## src/rtl/uart_regif_pkg.sv

```systemverilog
package uart_regif_pkg;
  localparam int DW = 8;
  localparam int AW = 6;

  localparam logic [AW-1:0] OFS_MODE     = 6'h00;
  localparam logic [AW-1:0] OFS_STAT_CS  = 6'h04;
  localparam logic [AW-1:0] OFS_CMD      = 6'h08;
  localparam logic [AW-1:0] OFS_RXTX     = 6'h0C;
  localparam logic [AW-1:0] OFS_CHG_AUX  = 6'h10;
  localparam logic [AW-1:0] OFS_IRQ      = 6'h14;
  localparam logic [AW-1:0] OFS_PRE_HI   = 6'h18;
  localparam logic [AW-1:0] OFS_PRE_LO   = 6'h1C;
  localparam logic [AW-1:0] OFS_VEC      = 6'h30;
  localparam logic [AW-1:0] OFS_INPORT   = 6'h34;
  localparam logic [AW-1:0] OFS_OP_SET   = 6'h38;
  localparam logic [AW-1:0] OFS_OP_CLR   = 6'h3C;

  localparam logic [2:0]    CMD_PTR_HOME = 3'b001;
  localparam logic [DW-1:0] VEC_RESET    = 8'h0F;

  typedef struct packed {
    logic       rx_flow;
    logic       rx_irq_sel;
    logic       err_mode;
    logic [1:0] par_mode;
    logic       par_type;
    logic [1:0] char_len;
  } mode1_t;
endpackage

```

## src/rtl/uart_regif_modeptr.sv

```systemverilog
module uart_regif_modeptr
  import uart_regif_pkg::*;
(
  input  logic          clk,
  input  logic          rst_n,
  input  logic          mode_acc,
  input  logic          mode_wr,
  input  logic          ptr_home,
  input  logic [DW-1:0] wdata,
  output logic          sel_m2,
  output mode1_t        mode1,
  output logic [DW-1:0] mode2
);
  logic   sel_q, sel_nx;
  logic   m1_we, m2_we;
  mode1_t m1_q;
  logic [DW-1:0] m2_q;

  always_comb begin
    m1_we  = mode_acc && mode_wr && !sel_q;
    m2_we  = mode_acc && mode_wr &&  sel_q;
    sel_nx = sel_q;
    if (ptr_home)               sel_nx = 1'b0;
    else if (mode_acc && !sel_q) sel_nx = 1'b1;
  end

  always_ff @(posedge clk or negedge rst_n) begin
    if (!rst_n) begin
      sel_q <= 1'b0;
      m1_q  <= '0;
      m2_q  <= '0;
    end else begin
      sel_q <= sel_nx;
      if (m1_we) m1_q <= mode1_t'(wdata);
      if (m2_we) m2_q <= wdata;
    end
  end

  assign sel_m2 = sel_q;
  assign mode1  = m1_q;
  assign mode2  = m2_q;

  AST_PTR_ADVANCE: assert property (@(posedge clk) disable iff (!rst_n)
    (mode_acc && !sel_q && !ptr_home) |=> sel_q) else $error("ptr advance");
  AST_PTR_HOME: assert property (@(posedge clk) disable iff (!rst_n)
    ptr_home |=> !sel_q) else $error("ptr home");
  AST_M1_FROZEN: assert property (@(posedge clk) disable iff (!rst_n)
    (sel_q && !ptr_home) |=> $stable(m1_q)) else $error("mode1 changed");
endmodule

```

## src/rtl/uart_regif_rxcnt.sv

```systemverilog
module uart_regif_rxcnt #(
  parameter int DEPTH = 4
) (
  input  logic clk,
  input  logic rst_n,
  input  logic push,
  input  logic pop_req,
  output logic empty,
  output logic full
);
  localparam int CW = $clog2(DEPTH + 1);
  localparam logic [CW-1:0] FULL_LVL = CW'(DEPTH);

  logic [CW-1:0] cnt_q, cnt_nx;
  logic push_ok, pop_ok;

  always_comb begin
    push_ok = push && (cnt_q != FULL_LVL);
    pop_ok  = pop_req && (cnt_q != '0);
    cnt_nx  = cnt_q;
    if (push_ok && !pop_ok)      cnt_nx = cnt_q + 1'b1;
    else if (!push_ok && pop_ok) cnt_nx = cnt_q - 1'b1;
  end

  always_ff @(posedge clk or negedge rst_n) begin
    if (!rst_n) cnt_q <= '0;
    else        cnt_q <= cnt_nx;
  end

  assign empty = (cnt_q == '0);
  assign full  = (cnt_q == FULL_LVL);

  AST_NO_OVERFLOW: assert property (@(posedge clk) disable iff (!rst_n)
    cnt_q <= FULL_LVL) else $error("fifo overflow");
  AST_POP_DEC: assert property (@(posedge clk) disable iff (!rst_n)
    (pop_req && !push && cnt_q != '0) |=> (cnt_q == $past(cnt_q) - 1'b1)) else $error("pop");
  AST_EMPTY_POP_HOLD: assert property (@(posedge clk) disable iff (!rst_n)
    (pop_req && !push && cnt_q == '0) |=> (cnt_q == '0)) else $error("empty pop");
endmodule

```

## src/rtl/uart_regif_outport.sv

```systemverilog
module uart_regif_outport #(
  parameter int OPW = 8
) (
  input  logic           clk,
  input  logic           rst_n,
  input  logic           set_we,
  input  logic           clr_we,
  input  logic [OPW-1:0] wdata,
  input  logic           flow_en,
  input  logic           rx_start,
  input  logic           fifo_full,
  output logic [OPW-1:0] op_bits
);
  logic [OPW-1:0] op_q, op_nx;
  logic hold_q, hold_nx;

  always_comb begin
    op_nx   = op_q;
    hold_nx = hold_q;
    if (set_we) op_nx = op_nx | wdata;
    if (clr_we) op_nx = op_nx & ~wdata;
    if (flow_en) begin
      if (rx_start && fifo_full) begin
        op_nx[0] = 1'b0;
        hold_nx  = 1'b1;
      end else if (hold_q && !fifo_full) begin
        op_nx[0] = 1'b1;
        hold_nx  = 1'b0;
      end
    end else begin
      hold_nx = 1'b0;
    end
  end

  always_ff @(posedge clk or negedge rst_n) begin
    if (!rst_n) begin
      op_q   <= '0;
      hold_q <= 1'b0;
    end else begin
      op_q   <= op_nx;
      hold_q <= hold_nx;
    end
  end

  assign op_bits = op_q;

  AST_OP_SET: assert property (@(posedge clk) disable iff (!rst_n)
    (set_we && !flow_en) |=> ((op_q & $past(wdata)) == $past(wdata))) else $error("op set");
  AST_OP_CLR: assert property (@(posedge clk) disable iff (!rst_n)
    (clr_we && !flow_en) |=> ((op_q & $past(wdata)) == '0)) else $error("op clr");
  AST_RTS_DROP: assert property (@(posedge clk) disable iff (!rst_n)
    (flow_en && rx_start && fifo_full) |=> !op_q[0]) else $error("rts drop");
  AST_RTS_IDLE: assert property (@(posedge clk) disable iff (!rst_n)
    (!flow_en && !set_we && !clr_we) |=> $stable(op_q)) else $error("rts idle");
endmodule

```

## src/rtl/uart_regif.sv

```systemverilog
module uart_regif
  import uart_regif_pkg::*;
#(
  parameter int FIFO_DEPTH = 4
) (
  input  logic          clk,
  input  logic          rst_n,
  input  logic          bus_sel,
  input  logic          bus_wr,
  input  logic [AW-1:0] bus_addr,
  input  logic [DW-1:0] bus_wdata,
  output logic [DW-1:0] bus_rdata,
  input  logic [DW-3:0] stat_hi_in,
  input  logic [DW-1:0] ipchg_in,
  input  logic [DW-1:0] irq_stat_in,
  input  logic [DW-1:0] inport_in,
  input  logic [DW-1:0] rx_head_in,
  input  logic          rx_push,
  input  logic          rx_start,
  output logic [DW-1:0] mode1_out,
  output logic [DW-1:0] mode2_out,
  output logic [DW-1:0] clk_sel_out,
  output logic [DW-1:0] aux_ctl_out,
  output logic [DW-1:0] irq_mask_out,
  output logic [DW-1:0] irq_vec_out,
  output logic [DW-1:0] pre_hi_out,
  output logic [DW-1:0] pre_lo_out,
  output logic [DW-1:0] tx_data_out,
  output logic          tx_load_out,
  output logic [DW-1:0] outport_out,
  output logic          rts_out
);
  logic [1:0] rst_pipe;
  logic       rst_core_n;

  always_ff @(posedge clk or negedge rst_n) begin
    if (!rst_n) rst_pipe <= 2'b00;
    else        rst_pipe <= {rst_pipe[0], 1'b1};
  end
  assign rst_core_n = rst_pipe[1];

  logic acc_wr, acc_rd;
  logic we_cs, we_aux, we_imr, we_hi, we_lo, we_vec, we_tx, we_set, we_clr;
  logic mode_acc, ptr_home, rd_rx;

  always_comb begin
    acc_wr   = bus_sel &&  bus_wr;
    acc_rd   = bus_sel && !bus_wr;
    we_cs    = acc_wr && (bus_addr == OFS_STAT_CS);
    we_aux   = acc_wr && (bus_addr == OFS_CHG_AUX);
    we_imr   = acc_wr && (bus_addr == OFS_IRQ);
    we_hi    = acc_wr && (bus_addr == OFS_PRE_HI);
    we_lo    = acc_wr && (bus_addr == OFS_PRE_LO);
    we_vec   = acc_wr && (bus_addr == OFS_VEC);
    we_tx    = acc_wr && (bus_addr == OFS_RXTX);
    we_set   = acc_wr && (bus_addr == OFS_OP_SET);
    we_clr   = acc_wr && (bus_addr == OFS_OP_CLR);
    mode_acc = bus_sel && (bus_addr == OFS_MODE);
    ptr_home = acc_wr && (bus_addr == OFS_CMD) && (bus_wdata[6:4] == CMD_PTR_HOME);
    rd_rx    = acc_rd && (bus_addr == OFS_RXTX);
  end

  logic   sel_m2;
  mode1_t mode1;
  logic   fifo_empty, fifo_full;

  uart_regif_modeptr u_modeptr (
    .clk      (clk),
    .rst_n    (rst_core_n),
    .mode_acc (mode_acc),
    .mode_wr  (bus_wr),
    .ptr_home (ptr_home),
    .wdata    (bus_wdata),
    .sel_m2   (sel_m2),
    .mode1    (mode1),
    .mode2    (mode2_out)
  );

  uart_regif_rxcnt #(.DEPTH(FIFO_DEPTH)) u_rxcnt (
    .clk     (clk),
    .rst_n   (rst_core_n),
    .push    (rx_push),
    .pop_req (rd_rx),
    .empty   (fifo_empty),
    .full    (fifo_full)
  );

  uart_regif_outport #(.OPW(DW)) u_outport (
    .clk       (clk),
    .rst_n     (rst_core_n),
    .set_we    (we_set),
    .clr_we    (we_clr),
    .wdata     (bus_wdata),
    .flow_en   (mode1.rx_flow),
    .rx_start  (rx_start),
    .fifo_full (fifo_full),
    .op_bits   (outport_out)
  );

  logic [DW-1:0] cs_q, aux_q, imr_q, hi_q, lo_q, vec_q, tx_q;
  logic          txl_q;

  always_ff @(posedge clk or negedge rst_core_n) begin
    if (!rst_core_n) begin
      cs_q  <= '0;
      aux_q <= '0;
      imr_q <= '0;
      hi_q  <= '0;
      lo_q  <= '0;
      vec_q <= VEC_RESET;
      tx_q  <= '0;
      txl_q <= 1'b0;
    end else begin
      if (we_cs)  cs_q  <= bus_wdata;
      if (we_aux) aux_q <= bus_wdata;
      if (we_imr) imr_q <= bus_wdata;
      if (we_hi)  hi_q  <= bus_wdata;
      if (we_lo)  lo_q  <= bus_wdata;
      if (we_vec) vec_q <= bus_wdata;
      if (we_tx)  tx_q  <= bus_wdata;
      txl_q <= we_tx;
    end
  end

  always_comb begin
    bus_rdata = '0;
    if (acc_rd) begin
      case (bus_addr)
        OFS_MODE:    bus_rdata = sel_m2 ? mode2_out : DW'(mode1);
        OFS_STAT_CS: bus_rdata = {stat_hi_in, fifo_full, !fifo_empty};
        OFS_RXTX:    bus_rdata = fifo_empty ? '0 : rx_head_in;
        OFS_CHG_AUX: bus_rdata = ipchg_in;
        OFS_IRQ:     bus_rdata = irq_stat_in;
        OFS_PRE_HI:  bus_rdata = hi_q;
        OFS_PRE_LO:  bus_rdata = lo_q;
        OFS_VEC:     bus_rdata = vec_q;
        OFS_INPORT:  bus_rdata = inport_in;
        default:     bus_rdata = '0;
      endcase
    end
  end

  assign mode1_out    = DW'(mode1);
  assign clk_sel_out  = cs_q;
  assign aux_ctl_out  = aux_q;
  assign irq_mask_out = imr_q;
  assign irq_vec_out  = vec_q;
  assign pre_hi_out   = hi_q;
  assign pre_lo_out   = lo_q;
  assign tx_data_out  = tx_q;
  assign tx_load_out  = txl_q;
  assign rts_out      = outport_out[0];

  AST_TX_PULSE: assert property (@(posedge clk) disable iff (!rst_core_n)
    we_tx |=> tx_load_out) else $error("tx pulse");
  AST_TX_SINGLE: assert property (@(posedge clk) disable iff (!rst_core_n)
    !we_tx |=> !tx_load_out) else $error("tx single");
  AST_CMD_READ_ZERO: assert property (@(posedge clk) disable iff (!rst_core_n)
    (acc_rd && bus_addr == OFS_CMD) |-> (bus_rdata == '0)) else $error("cmd read");
  AST_EMPTY_RX_ZERO: assert property (@(posedge clk) disable iff (!rst_core_n)
    (rd_rx && fifo_empty) |-> (bus_rdata == '0)) else $error("empty rx read");
endmodule

```

## config.mk

```make
export PLATFORM = sky130hd
export DESIGN_NAME = uart_regif
export DESIGN_NICKNAME = d
export VERILOG_FILES = /design/src/rtl/uart_regif_pkg.sv /design/src/rtl/uart_regif_modeptr.sv /design/src/rtl/uart_regif_rxcnt.sv /design/src/rtl/uart_regif_outport.sv /design/src/rtl/uart_regif.sv
export SDC_FILE = /design/constraint.sdc
export NUM_CORES = 1
export LEC_CHECK = 0
export ABC_AREA = 1
export BUFFER_PORTS_ARGS = -buffer_cell sky130_fd_sc_hd__clkbuf_2
export CAP_MARGIN = 30
export CORE_MARGIN = 5
export CORE_UTILIZATION = 47
export DETAILED_ROUTE_END_ITERATION = 6
export PLACE_DENSITY = 0.79
export SYNTH_ARGS = -nofsm -noshare
export SYNTH_HDL_FRONTEND = slang
export SYNTH_HIERARCHICAL = 1
export SYNTH_SLANG_ARGS = --single-unit
```

## constraint.sdc

```tcl
create_clock -name clk -period 2.6 [get_ports clk]
set_clock_uncertainty 0.1 [all_clocks]
set_input_delay 0.39 -clock clk [delete_from_list [all_inputs] [get_ports clk]]
set_output_delay 0.39 -clock clk [all_outputs]
set_load 0.01 [all_outputs]
```

Word level (Yosys, flattened, before mapping):

Cells that the tools add are included.

* bits in registers: 88
* input bits: 58
* output and inout port bits: 90
* word-level logic and storage cells: 92

* $add $sub $neg: 2
* equal/unequal tests: 15
* muxes and demuxes: 16
* bitwise operators: 3
* reduce and logical (&&, ||, !) cells: 36

Operators with widths (count)
* $pmux 8 s9: 1
* $mux 8: 5
* $logic_and 1x1->1: 25
* $eq 6x5->1 const B: 4
* $eq 6x6->1 const B: 4
* $eq 6x4->1 const B: 2
* $and 8x8->8: 1
* $mux 1: 8
* $not 8->8: 1
* $or 8x8->8: 1
* $eq 6x3->1 const B: 1
* $logic_not 1->1: 6
* $logic_not 6->1: 1
* $mux 3: 2
* $reduce_bool 2->1: 2
* $add 3x1->3 const B: 1
* $eq 3x1->1 const B: 1
* $eq 3x3->1 const B: 1
* $logic_not 3->1: 1
* $ne 3x1->1 const B: 1
* $ne 3x3->1 const B: 1
* $reduce_bool 3->1: 1
* $sub 3x1->3 const B: 1

Depth between registers and ports, before layout:

Gate-level depths: netlist of run 1.

* depth in word-level cells: 8
* mapped depth: 14
* gate-level depth less buffers: 14

Modules after synthesis:

The synthesis of run 1 kept the hierarchy.

Modules (own cells, without submodules)
* uart_regif: times used 1, cells each 445, area each 3342.0 um^2, sequential area each 1481.4 um^2
* uart_regif_modeptr: times used 1, cells each 75, area each 760.7 um^2, sequential area each 425.4 um^2
* uart_regif_outport: times used 1, cells each 58, area each 439.2 um^2, sequential area each 225.2 um^2
* uart_regif_rxcnt: times used 1, cells each 25, area each 211.5 um^2, sequential area each 75.1 um^2

Worst setup path before layout of run 1:

No wires, ideal clock.

* path kind: input to register
* start: input port bus_addr[0]
* end: register u_rxcnt.cnt_q[1]
* setup time: 0.117 ns
* arrival time: 1.777 ns
* required time: 2.383 ns
* setup slack: 0.607 ns
* stages: 11
* path buffers: 0
* path through: inv_1 nand2_1 nor2_1 nand2_1 nor3_1 o21ai_2 ha_1 inv_1 fa_1 nand2_1 nand2_1

* word-level cells in the longest chain between the ends: 6
* elaborated cells between the ends (all ways): 8
* classes of those cells: 1 x eq/ne; 1 x mux; 6 x reduce/logical

Ends and longest elaborated chain
* from (decl): line uart_regif.sv:10 `input logic [AW-1:0] bus_addr,`
* $eq 6x4->1: line uart_regif.sv:60 `rd_rx = acc_rd && (bus_addr == OFS_RXTX);`
* $logic_and 1x1->1: line uart_regif.sv:60
* net rd_rx: line uart_regif.sv:44 `logic mode_acc, ptr_home, rd_rx;`
* $logic_and 1x1->1: line uart_regif_rxcnt.sv:19 `pop_ok = pop_req && (cnt_q != '0);`
* $logic_not 1->1: line uart_regif_rxcnt.sv:21 `if (push_ok && !pop_ok) cnt_nx = cnt_q + 1'b1;`
* $logic_and 1x1->1: line uart_regif_rxcnt.sv:21
* $mux 3: line uart_regif_rxcnt.sv:21
* net u_rxcnt.cnt_nx[1]: line uart_regif_rxcnt.sv:14 `logic [CW-1:0] cnt_q, cnt_nx;`
* to (signal assigned): line uart_regif_rxcnt.sv:27 `else cnt_q <= cnt_nx;`
* to (decl): line uart_regif_rxcnt.sv:14

The timed path passes the listed nets, and every way through them passes these cells.
A chain may end at the register's enable or synchronous reset.

Final worst setup path of run 1:

* start: register u_rxcnt.cnt_q[1]
* end: output port bus_rdata[6]

* word-level cells in the longest chain between the ends: 4

Ends and longest elaborated chain
* $logic_not 3->1: line uart_regif_rxcnt.sv:30 `assign empty = (cnt_q == '0);`
* net fifo_empty: line uart_regif.sv:65 `logic fifo_empty, fifo_full;`
* $mux 8: line uart_regif.sv:131 `OFS_RXTX: bus_rdata = fifo_empty ? '0 : rx_head_in;`
* $pmux 8 s9: line uart_regif.sv:128 `case (bus_addr)`
* $mux 8: line uart_regif.sv:127 `if (acc_rd) begin`
* to (decl): line uart_regif.sv:12 `output logic [DW-1:0] bus_rdata,`

The timed path passes the listed nets, and every way through them passes these cells.

==> flow_summary.yaml, run 1 <==
run_status:
  outcome: "complete, no violations"
finish:
  instances_no_fill: 885
  mostFrequentLayoutCell: "nand2_1"
  layout-drive-gt1-share: 0.303
  area_growth_pct: 21.2
  antenna_cells: 0
  final_cell_mix: "nand2_1, clkbuf_2, dfrtp_1, inv_1, nor2_1"
  nets: 807
  fin_util: 0.587
setup_path:
  worstPathRequired_ns: 2.11
  crit_buf_inv: 3
  reg2reg_depth: 9
  critPathMaxStageDelay_ns: 0.42
  cp-end-kind: "output port"
  worstSetupPathType: "flip-flop to output port"
  crit_arrival_ns: 1.86
  critPathTopFamily: "simple AND/OR/NAND/NOR gates"
  start_kind: "flip-flop"
  r2r_end: "u_rxcnt/cnt_q[2]$_DFFE_PN0P_"
  r2r_slack_ns: 0.61
  worst_r2r_startpoint: "u_rxcnt/cnt_q[1]$_DFFE_PN0P_"
  cp_max_fo: 8
  cp_cell_sequence: "or2_4, nor2_4, inv_1, nand2_1, o21a_1, nand3_1, nand2_1, inv_1, clkbuf_2"
  crit_path_top_delay_cell: "dfrtp_1"
power_and_ir_drop:
  pwr-share-comb: 0.208
  sw_frac_of_total: 0.322
  net-switching-power_uw: 1050
  pwr-share-seq: 0.503
  clock_power_share: 0.289
  vdd_drop_max_mv: 0.446
  power_density_nw_per_um2: 567
  power.leakage_uw: 0.00328
  p_int_uw: 2220
global_route:
  grt_start_max_net_pins: 49
  antenna_found_initial: 0
  grt_pass1_vias: 4407
  grt_remaining_overflow: 0
  grt_util_all_layers: 0.229
  grt_pass1_wl_um: 23000
cts:
  cts_setup_buffers: 0
  path_clk_slew_ns: 0.08
  clk_latency_ns: 0.34
  h-tree-depth: 3
  clockBufferDepth: 2
  cts-root-buf: "clkbuf_8"
  numCtsBuffers: 9
  cts_tree: "done"
  clock-sinks: 88
floorplanning:
  die_w_um: 111
  io_pins: 148
  initial_utilization: 0.484
  die-area_um2: 12200
  fp-row-count: 36
  fp.dieH_um: 111
  coreArea_um2: 9820
placement:
  routabilityCongestion: 0.856
  post-place-cells: 868
  port_buffers: 147
  hpwl_um: 10700
synth:
  synth_nets: 663
  yosysTopAreaCell: "dfrtp_1"
  syn-instance-count: 603
  ys_ff_latch: 88
  syn_area_um2: 4750
  synth_area_leaders: "dfrtp_1, nand2_1, inv_1, nand4_1, o21ai_1"
  seq_area_frac_synth: 0.464
  synth_top_area_frac: 0.442
  yosysWarningCount: 6
  ys_types: 35
  synth_area_per_cell_um2: 7.88
sta:
  slew_headroom: 0.609
  final.period_utilization: 0.903
  finalSetupViolations: 0
  hold_violations: 0
  rsz0062_at_grt: "false"
  slew_violations: 0
  period_minus_slack_ns: 2.35
  max_freq_mhz: 426
  worst_pin_slew_ns: 0.584
  setup_tns_ns: 0
detailed_routing:
  ant_nets: 0
  drt_iter0_drc: 363
  vias: 4484
  avgViaCountPerCell: 5.07
  wl_per_cell_um: 15.7
  firstDrtPassIters: 5
  route.detailed.drc: 0
  wl_um: 13900
run:
  drv_cap: 0
worst_hold_path:
  holdCritPathClass: "primary input to flip-flop"
  hold_path_end: "u_outport/hold_q$_DFFE_PN0P_"
  hold_path_depth: 3
  hold_start: "rx_start"
[area by class of cell]
| cell class | count | area, um2 |
|---|---|---|
| inverters | 84 | 318 |
| well taps | 133 | 166 |
| fillers | 946 | 4060 |
| flip-flops and latches | 88 | 2210 |
| repair buffers | 156 | 818 |
| multi-input cells | 408 | 2040 |
| clock inverters | 3 | 22.5 |
| clock buffers | 13 | 179 |
[flip-flops by register name, summed over array words and instances (netlist names), 2 cells and up]
register / count
tx_data_out: 8
u_modeptr/mode2: 8
pre_hi_out: 8
u_modeptr/mode1: 8
rst_pipe: 2
pre_lo_out: 8
u_outport/op_bits: 8
aux_ctl_out: 8
irq_mask_out: 8
u_rxcnt/cnt_q: 3
clk_sel_out: 8
irq_vec_out: 8
[worst reg2reg max path, cell delays in order, from the launching register on]
cell and delay, ns:
dfrtp_1 0.42, or2_4 0.30, o21ai_2 0.12, ha_1 0.18
inv_1 0.07, fa_1 0.39, nand2_1 0.12, nand3_1 0.09
nand2_1 0.06, nand2_1 0.05
[synth_stat cells (all sizes together)]
| library cell | count |
|---|---|
| nand2 | 204 |
| nor3 | 4 |
| conb | 1 |
| or2 | 1 |
| nand3b | 1 |
| fa | 1 |
| o21a | 1 |
| nand4 | 36 |
| nand3 | 31 |
| clkbuf | 3 |
| nor2 | 52 |
| dfstp | 4 |
| ha | 1 |
| buf | 20 |
| dfrtp | 84 |
| xnor2 | 1 |
| a21oi | 2 |
| inv | 84 |
| o21ai | 72 |
[worst max-delay path by stage]
stage | slack [ns] | startpoint | depth (start not counted) | endpoint
global placement | 0.36 | bus_addr[0] | 12 | u_rxcnt/cnt_q[1]$_DFFE_PN0P_
finish | 0.25 | u_rxcnt/cnt_q[1]$_DFFE_PN0P_ | 9 | bus_rdata[6]
global route | 0.09 | u_rxcnt/cnt_q[1]$_DFFE_PN0P_ | 10 | bus_rdata[4]
detailed placement | 0.29 | bus_addr[0] | 12 | u_rxcnt/cnt_q[1]$_DFFE_PN0P_
CTS | 0.06 | u_modeptr/sel_m2$_DFFE_PN0P_ | 8 | bus_rdata[3]
floorplan | 0.61 | bus_addr[0] | 11 | u_rxcnt/cnt_q[1]$_DFFE_PN0P_
[through the flow]
stage               cell area [um2]  hold WS, ns  worst slack (ns)  total power, uW
floorplan                      4750     -0.00559             0.607             2050
global placement               5540       0.0821             0.361             2300
detailed placement             5540       0.0880             0.285             2330
CTS                            5750        0.182            0.0639             3280
global route                   5760        0.198            0.0861             3450
finish                         5760        0.197             0.252             3270
[power by group through the flow]
stage,sequential (uW),clock (uW),combinational [uW]
after floorplan,1680,0,373
after global routing,1670,1030,754
final,1640,944,680
after CTS,1640,965,676
after detailed placement,1660,0,671
after global placement,1660,0,643
[metal layers]
layer | vias to the layer above | wire length, um | GRT usage
met3 | 21 | 1030 | 0.0607
met1 | 2097 | 6150 | 0.310
met4 | 0 | 203 | 0.0558
li1 | 2193 | - | -
met2 | 173 | 6470 | 0.367
met5 | - | 0 | 0
[cells by family after synthesis]
| group | count (synthesis) | synth area share |
|---|---|---|
| DFF | 88 | 0.464 |
| xor gates and xnor gates | 1 | 0.00184 |
| other | 1 | 0.000789 |
| adders and majority gates | 2 | 0.00684 |
| buffers and inverters | 107 | 0.108 |
| and+or+nand+nor | 329 | 0.328 |
| AOI/OAI and AO/OA | 75 | 0.0898 |
[what timing repair did]
| item | CTS | global route |
|---|---|---|
| resized for setup | 1 | 2 |
| setup endpoints to repair | 3 | 7 |
| hold endpoints to repair | 2 | 0 |
| hold buffers | 1 | 0 |
Power figures use the tool's default switching activity.
==> inputs of run 2 (changes only) <==
CORE_UTILIZATION = 46   (was 47)
PLACE_DENSITY = 0.78   (was 0.79)
SYNTH_HIERARCHICAL = default   (was 1)
==> flow_summary.yaml, run 2 <==
finish:
  layout-drive-gt1-share: 0.294
  antenna_cells: 0
  final_cell_mix: "nand2_1, clkbuf_2, dfrtp_1, inv_1, o21ai_0"
  fillers: 920
  area_growth_pct: 23.1
  multi_input_area_um2: 1930
  nets: 765
  register_area_um2: 2210
  mostFrequentLayoutCell: "nand2_1"
  instances_no_fill: 843
setup_path:
  critPathMaxStageDelay_ns: 0.71
  reg2reg_depth: 9
  crit_arrival_ns: 1.95
  worstSetupPathType: "flip-flop to output port"
  worstPathRequired_ns: 2.11
  start_kind: "flip-flop"
  r2r_end: "u_rxcnt.cnt_q[2]$_DFFE_PN0P_"
  cp-endpoint: "bus_rdata[6]"
  worst_path_most_repeated_cell: "nand2_1"
  worst_r2r_startpoint: "u_rxcnt.cnt_q[2]$_DFFE_PN0P_"
  cp-startpoint: "u_modeptr.sel_m2$_DFFE_PN0P_"
  cp_max_fo: 19
  crit_path_top_delay_cell: "dfrtp_1"
  cp_cell_sequence: "o21ai_0, nand2_1, nand2_1, nor2_1, nand3_1, nand2_1, inv_1, clkbuf_2"
  cp.depth: 8
  r2r_slack_ns: 0.46
  cp-end-kind: "output port"
  crit_buf_inv: 2
  critPathTopFamily: "flip-flops"
synth:
  synth_area_leaders: "dfrtp_1, nand2_1, inv_1, o21ai_0, nor2_1"
  syn-instance-count: 557
  ys_ff_latch: 88
  synthFlopType: "dfrtp_1"
  yosysTopAreaCell: "dfrtp_1"
  synthArstFlopShare: 1.00
  synthTopCellsByCount: "nand2_1, dfrtp_1, inv_1"
  seq_area_frac_synth: 0.485
  synth_area_per_cell_um2: 8.18
  syn_area_um2: 4550
  synth_nets: 617
  yosysWarningCount: 0
  synth_top_area_frac: 0.462
  synth_edf_count: 0
  yosys.cell_count.top_type: "nand2_1"
  ys_types: 35
run:
  drv_cap: 0
detailed_routing:
  drt_iter0_drc: 191
  firstDrtPassIters: 4
  vias: 4138
  avgViaCountPerCell: 4.91
  wl_um: 13500
  route.detailed.drc: 0
  wl_per_cell_um: 16.0
  ant_nets: 0
sta:
  worst_pin_slew_ns: 0.562
  final.period_utilization: 0.939
  period_minus_slack_ns: 2.44
  rsz0062_at_grt: "false"
  max_freq_mhz: 410
  setup_tns_ns: 0
  slew_violations: 0
  finalSetupViolations: 0
  hold_violations: 0
  slew_headroom: 0.625
global_route:
  grt_remaining_overflow: 0
  grt_start_max_net_pins: 54
  grt_pass1_wl_um: 20700
  grt_pass1_vias: 3971
  antenna_found_initial: 0
  grt_util_all_layers: 0.230
power_and_ir_drop:
  power.leakage_uw: 0.00323
  power_density_nw_per_um2: 575
  vdd_drop_max_mv: 0.315
placement:
  port_buffers: 147
  post-place-cells: 826
  routabilityCongestion: 0.955
  hpwl_um: 10300
cts:
  clockBufferDepth: 2
  clock-sinks: 88
  h-tree-depth: 3
  cts_tree: "done"
  path_clk_slew_ns: 0.09
  cts_setup_buffers: 0
  clk_latency_ns: 0.36
  numCtsBuffers: 9
  cts-root-buf: "clkbuf_8"
floorplanning:
  coreArea_um2: 9730
  die_w_um: 110
  die-area_um2: 12000
  io_pins: 148
  fp.dieH_um: 110
  initial_utilization: 0.468
  fp-row-count: 36
run_status:
  outcome: "complete, no violations"
worst_hold_path:
  holdCritPathClass: "primary input to flip-flop"
run 2: repair_timing:
item,4_1_cts,5_1_grt
setup endpoints to repair,0,0
endpoints found under the hold margin,2,0
gates resized for setup,0,0
hold buffers,1,0
run 2: report_power, final:
part           switching (uW)  leakage, uW  internal [uW]  total (uW)
Combinational             402      0.00200            251         653
Sequential                120      0.00114           1500        1630
Clock                     480     0.000100            467         947
run 2: layout make-up:
| cell class | instances | share of cell area |
|---|---|---|
| inverter | 77 | 0.0516 |
| multi-input combinational | 373 | 0.344 |
| clock inverter | 4 | 0.00804 |
| timing repair buffer | 156 | 0.146 |
| clock buffer | 12 | 0.0259 |
| tap | 133 | 0.0297 |
| sequential | 88 | 0.394 |
run 2: metrics by stage:
step | instance area, um2 | power, uW | setup slack (ns) | utilization | hold WS (ns)
6_report | 5610 | 3230 | 0.160 | 0.576 | 0.136
5_1_grt | 5610 | 3410 | 0.0210 | 0.576 | 0.125
4_1_cts | 5610 | 3250 | 0.157 | 0.576 | 0.122
3_5_place_dp | 5410 | 2310 | 0.229 | 0.556 | 0.0767
3_3_place_gp | 5410 | 2290 | 0.265 | 0.556 | 0.0759
2_1_floorplan | 4560 | 2010 | 0.546 | - | -0.00559
run 2: cell families (layout without fill, tap and decap cells):
group | Yosys count | after routing | share of synthesized area
buf+inv | 96 | 249 | 0.0915
simple gates | 265 | 265 | 0.272
compound gates | 95 | 95 | 0.123
other cells | 1 | 1 | 0.000823
flops | 88 | 88 | 0.485
fa+ha+maj | 2 | 2 | 0.00714
mux | 8 | 8 | 0.0176
xor+xnor | 2 | 2 | 0.00385
run 2: routing by layer:
metal | GRT usage | part of all wire
met1 | 0.307 | 0.43
met2 | 0.360 | 0.45
met3 | 0.0617 | 0.094
met4 | 0.0837 | 0.019
met5 | 0 | 0
run 2: worst min-delay path by stage:
stage                             from                     to  slack (ns)  depth (start not counted)
final                     bus_wdata[6]              flip-flop        0.14                          2
after CTS                 bus_wdata[6]              flip-flop        0.12                          2
after floorplan                  rst_n  rst_pipe[0]$_DFF_PN0_      -0.006                          0
after global routing      bus_wdata[3]              flip-flop        0.13                          2
after detailed placement         rst_n  rst_pipe[0]$_DFF_PN0_        0.08                          1
after global placement           rst_n  rst_pipe[0]$_DFF_PN0_        0.08                          1
